<file path="src/rtl/bcd_pkg.sv">
// Shared types for the decimal digit counter.
// Assumes: the control inputs are synchronous to the counter clock.
package bcd_pkg;

    // Count direction as carried on the up_dn pin.
    typedef enum logic {
        DIR_DOWN = 1'b0,
        DIR_UP   = 1'b1
    } dir_e;

    // Control bundle presented to the next-state and terminal-count logic.
    typedef struct packed {
        logic load;
        logic en;
        dir_e dir;
    } ctrl_t;

endpackage

</file>
<file path="src/rtl/bcd_state_reg.sv">
// State register: W flip-flops in parallel with an asynchronous active-low clear.
// Assumes: clr_n is released away from the rising clock edge.
module bcd_state_reg #(
    parameter int W = 4
) (
    input  logic         clk,
    input  logic         clr_n,
    input  logic [W-1:0] d,
    output logic [W-1:0] q
);

    // Capture the next state, or clear at once when clr_n falls.
    always_ff @(posedge clk or negedge clr_n) begin
        if (!clr_n) q <= '0;
        else        q <= d;
    end

endmodule

</file>
<file path="src/rtl/bcd_next_state.sv">
// Next-state logic: load, hold, and modulo-MODULUS count in either direction.
// Codes at or above MODULUS go to zero on any counting step.
// Assumes: MODULUS >= 2 and MODULUS <= 2**W.
module bcd_next_state
    import bcd_pkg::*;
#(
    parameter int W       = 4,
    parameter int MODULUS = 10
) (
    input  logic [W-1:0] cur,
    input  logic [W-1:0] din,
    input  ctrl_t        ctrl,
    output logic [W-1:0] nxt
);

    localparam logic [W-1:0] TOP = W'(MODULUS - 1);

    logic [W-1:0] inc_val;
    logic [W-1:0] dec_val;

    // Successor going up: wrap at the top and send illegal codes to zero.
    always_comb begin
        if (cur >= TOP) inc_val = '0;
        else            inc_val = cur + 1'b1;
    end

    // Successor going down: wrap at zero and send illegal codes to zero.
    always_comb begin
        if (cur == '0)      dec_val = TOP;
        else if (cur > TOP) dec_val = '0;
        else                dec_val = cur - 1'b1;
    end

    // Pick the next state; load wins over count, count wins over hold.
    always_comb begin
        if (ctrl.load)             nxt = din;
        else if (!ctrl.en)         nxt = cur;
        else if (ctrl.dir == DIR_UP) nxt = inc_val;
        else                       nxt = dec_val;
    end

endmodule

</file>
<file path="src/rtl/bcd_term_count.sv">
// Terminal count: flags that the enabled digit is at its rollover point in the
// selected direction, so a more significant digit can use it as its enable.
// Assumes: the flag is independent of the load input.
module bcd_term_count
    import bcd_pkg::*;
#(
    parameter int W       = 4,
    parameter int MODULUS = 10
) (
    input  logic [W-1:0] cur,
    input  ctrl_t        ctrl,
    output logic         tc
);

    localparam logic [W-1:0] TOP = W'(MODULUS - 1);

    // Compare the state with the edge value for the selected direction.
    always_comb begin
        if (!ctrl.en)                tc = 1'b0;
        else if (ctrl.dir == DIR_UP) tc = (cur == TOP);
        else                         tc = (cur == '0);
    end

endmodule

</file>
<file path="src/rtl/bcd_digit_counter.sv">
// Single decimal digit up/down counter with synchronous load, asynchronous
// clear and a terminal count for cascading. The output is the raw state.
// Assumes: all inputs other than clr_n are synchronous to clk.
module bcd_digit_counter
    import bcd_pkg::*;
#(
    parameter int W       = 4,
    parameter int MODULUS = 10
) (
    input  logic         clk,
    input  logic         clr_n,
    input  logic         cnt_en,
    input  logic         up_dn,
    input  logic         load,
    input  logic [W-1:0] din,
    output logic [W-1:0] q,
    output logic         tc
);

    localparam logic [W-1:0] TOP = W'(MODULUS - 1);

    ctrl_t        ctrl;
    logic [W-1:0] state;
    logic [W-1:0] nxt;

    // Bundle the control pins for the combinational blocks.
    always_comb begin
        ctrl.load = load;
        ctrl.en   = cnt_en;
        ctrl.dir  = dir_e'(up_dn);
    end

    bcd_next_state #(.W(W), .MODULUS(MODULUS)) u_next (
        .cur  (state),
        .din  (din),
        .ctrl (ctrl),
        .nxt  (nxt)
    );

    bcd_state_reg #(.W(W)) u_reg (
        .clk   (clk),
        .clr_n (clr_n),
        .d     (nxt),
        .q     (state)
    );

    bcd_term_count #(.W(W), .MODULUS(MODULUS)) u_tc (
        .cur  (state),
        .ctrl (ctrl),
        .tc   (tc)
    );

    // The output is a plain copy of the state register.
    assign q = state;


    hold_chk: assert property (@(posedge clk) disable iff (!clr_n)
        (!load && !cnt_en) |=> $stable(q));


    up_wrap_chk: assert property (@(posedge clk) disable iff (!clr_n)
        (!load && cnt_en && up_dn && q == TOP) |=> (q == '0));


    down_wrap_chk: assert property (@(posedge clk) disable iff (!clr_n)
        (!load && cnt_en && !up_dn && q == '0) |=> (q == TOP));


    load_chk: assert property (@(posedge clk) disable iff (!clr_n)
        load |=> (q == $past(din)));


    legal_after_count_chk: assert property (@(posedge clk) disable iff (!clr_n)
        (!load && cnt_en) |=> (q <= TOP));

endmodule

</file>
<file path="config.mk">
export PLATFORM = sky130hd
export DESIGN_NAME = bcd_digit_counter
export DESIGN_NICKNAME = d
export VERILOG_FILES = /design/src/rtl/bcd_pkg.sv /design/src/rtl/bcd_state_reg.sv /design/src/rtl/bcd_next_state.sv /design/src/rtl/bcd_term_count.sv /design/src/rtl/bcd_digit_counter.sv
export SDC_FILE = /design/constraint.sdc
export NUM_CORES = 1
export LEC_CHECK = 0
export BUFFER_PORTS_ARGS = -buffer_cell sky130_fd_sc_hd__buf_2
export CAP_MARGIN = 20
export CORE_AREA = 2 2 39 41
export DETAILED_ROUTE_END_ITERATION = 8
export DIE_AREA = 0 0 41 43
export PLACE_DENSITY = 0.63
export SLEW_MARGIN = 20
export SYNTH_ARGS = -nofsm -noshare
export SYNTH_HDL_FRONTEND = slang
export SYNTH_SLANG_ARGS = --single-unit
</file>
<file path="constraint.sdc">
create_clock -name clk -period 4.9 [get_ports clk]
set_clock_uncertainty 0.05 [all_clocks]
set_input_delay 0.735 -clock clk [delete_from_list [all_inputs] [get_ports clk]]
set_output_delay 0.735 -clock clk [all_outputs]
set_load 0.05 [all_outputs]
</file>
==> impl_metrics.toml <==
[status]
status = "completed"

[synthesis]
ys_seq_area_frac = 0.225
syn_avg_cell_area_sq_um = 7.95
synth_cell_types = 27
syn_nets = 69
netlist_instances = 56
ys_ff_latch = 4
yosysWarnings = 0
syn_area_sq_um = 445

[timing]
setup_viol = 0
maxSlewHeadroom = 0.717
worst_slack_ps = 2380
layout_min_cycle_time_ps = 2520
fmaxAchievable_ghz = 0.396
drv_slew = 0
finalHoldViolations = 0
period_share = 0.515
fin_setup_tns_ps = 0
worst_pin_slew_ps = 425
rsz0062_at_grt = "no"
hold_ws_ps = 245

[drt]
wire_per_inst_um = 11.8
drt_first_pass_iters = 4
ant_nets = 0
drc = 0
routed_via_density = 5.40
wirelength_um = 987
first_iter_violations = 7
vias = 454

[final_layout]
largest_reg_flops = 4
regMostFlops = "u_reg.q"
utilization = 0.388
top_regs = "u_reg.q x4"
n_fill_cell = 153
synthToLayoutAreaGrowth_pct = 20.5
nets = 83
layout_commonest_cell = "buf_2"
final_layout_size_suffix_gt1_frac = 0.265
diodes = 0
layout_common_cells = "13 x buf_2, 6 x o21ai_0, 5 x a21oi_1"

[die]
chipWidth_um = 41
start_util = 0.322
rows = 14
core-area_sq_mm = 0.00138
die_area_sq_mm = 0.00176
io_pins = 14
die_h_um = 43

[global_route]
overflow = 0
grt_pass1_vias = 400
grt_max_degree = 17
grt_pass1_wl_um = 1770
grt_usage = 0.146
antenna_found_initial = 0

[worst_setup_path]
end_kind = "output pin"
path_max_fanout = 8
r2r_start = "u_reg.q[0]"
startpoint_type = "register"
ff2ff_path_depth = 6
crit_type = "reg -> out"
reg2reg_slack_ps = 2970
required_ps = 4120
r2r-end = "u_reg.q[3]"
cp.arrival_ps = 1740

[placement]
pre_cts_ws_ps = 2520
io_buffers = 13
dp_hpwl_um = 735
place.gp.congestion = 0.698

[clock_network]
cts-root-buf = "clkbuf_4"
h-tree-depth = 1
cts_resized = 0
cts_setup_buffers = 0
cts_tree = "yes"
clk_latency_ps = 230
cts_buffer_depth = 2
postCtsHoldBufs = 0
cts.sinks = 4
clk_pin_slew_worst_paths_ps = 40
numCtsBuffers = 3

[pwr]
leakage_nw = 0.238
max-vdd-ir-drop_v = 0.000173
power_density_mw_per_mm2 = 280

[hold_path]
hold_path.class = "in -> async"

[run]
maxCapViolations = 0
synthesized netlist by cell type:
cell type | instances | area (sq um)
o21ai_0 | 6 | 30.0
a21oi_1 | 5 | 25.0
dfrtp_1 | 4 | 100
ha_1 | 4 | 50.1
nand2b_1 | 4 | 25.0
nor3b_1 | 4 | 30.0
inv_1 | 3 | 11.3
nor3_1 | 3 | 15.0
a31oi_1 | 2 | 12.5
clkbuf_1 | 2 | 7.51
nor2_1 | 2 | 7.51
o22ai_1 | 2 | 12.5
a2111oi_0 | 1 | 8.76
a21o_1 | 1 | 7.51
a41o_1 | 1 | 10.0
and4b_1 | 1 | 10.0
and4bb_2 | 1 | 12.5
buf_1 | 1 | 3.75
buf_2 | 1 | 5.00
nand2_1 | 1 | 3.75
nor2b_1 | 1 | 6.26
nor4b_1 | 1 | 8.76
o21ai_2 | 1 | 8.76
o21bai_1 | 1 | 7.51
o31a_1 | 1 | 8.76
or2b_1 | 1 | 7.51
or4b_1 | 1 | 10.0
stage by stage:
step,cells,total power (W),area [sq um]
floorplan,56,0.0000937,445
global placement,81,0.000109,514
detailed placement,81,0.000110,514
CTS,84,0.000153,537
global route,84,0.000163,537
finish,84,0.000150,537
how the worst max path moves through the flow:
stage | start | endpoint
final | u_reg.q[0] | tc
after global routing | u_reg.q[0] | tc
after CTS | u_reg.q[0] | tc
after detailed placement | up_dn | tc
after global placement | up_dn | tc
after floorplan | u_reg.q[1] | tc
critical path, cell delays in order (launching register included):
cell and delay (ps):
dfrtp_1 460, inv_1 120, ha_1 210, nor3b_1 190
a31oi_1 60, nor3b_1 180, buf_2 290
power breakdown:
part | switching (W) | internal [W]
combinational | 0.0000385 | 0.0000239
clock | 0.0000136 | 0.0000274
sequential | 0.0000101 | 0.0000370
total | 0.0000621 | 0.0000883
kinds of logic after synthesis:
kind of cell,share of synthesized area
adders and majority gates,0.112
and+or+nand+nor,0.306
AOI/OAI and AO/OA,0.295
buffers and inverters,0.0618
DFF,0.225
final cells by class:
type / count / area, sq um / share of cell area
multi-input combinational: 45 / 318 / 0.592
clock buffer: 3 / 22.5 / 0.0420
tap: 16 / 20.0 / 0.0373
inverter: 3 / 11.3 / 0.0210
sequential: 4 / 100 / 0.186
timing repair buffer: 13 / 65.1 / 0.121
layer usage:
layer	GRT usage	vias to the layer above	share of wire
li1	-	236	-
met1	0.223	206	0.51
met2	0.191	12	0.45
met3	0.0314	0	0.042
met4	0.0600	0	0
met5	0	-	0
Power figures use the tool's default switching activity.
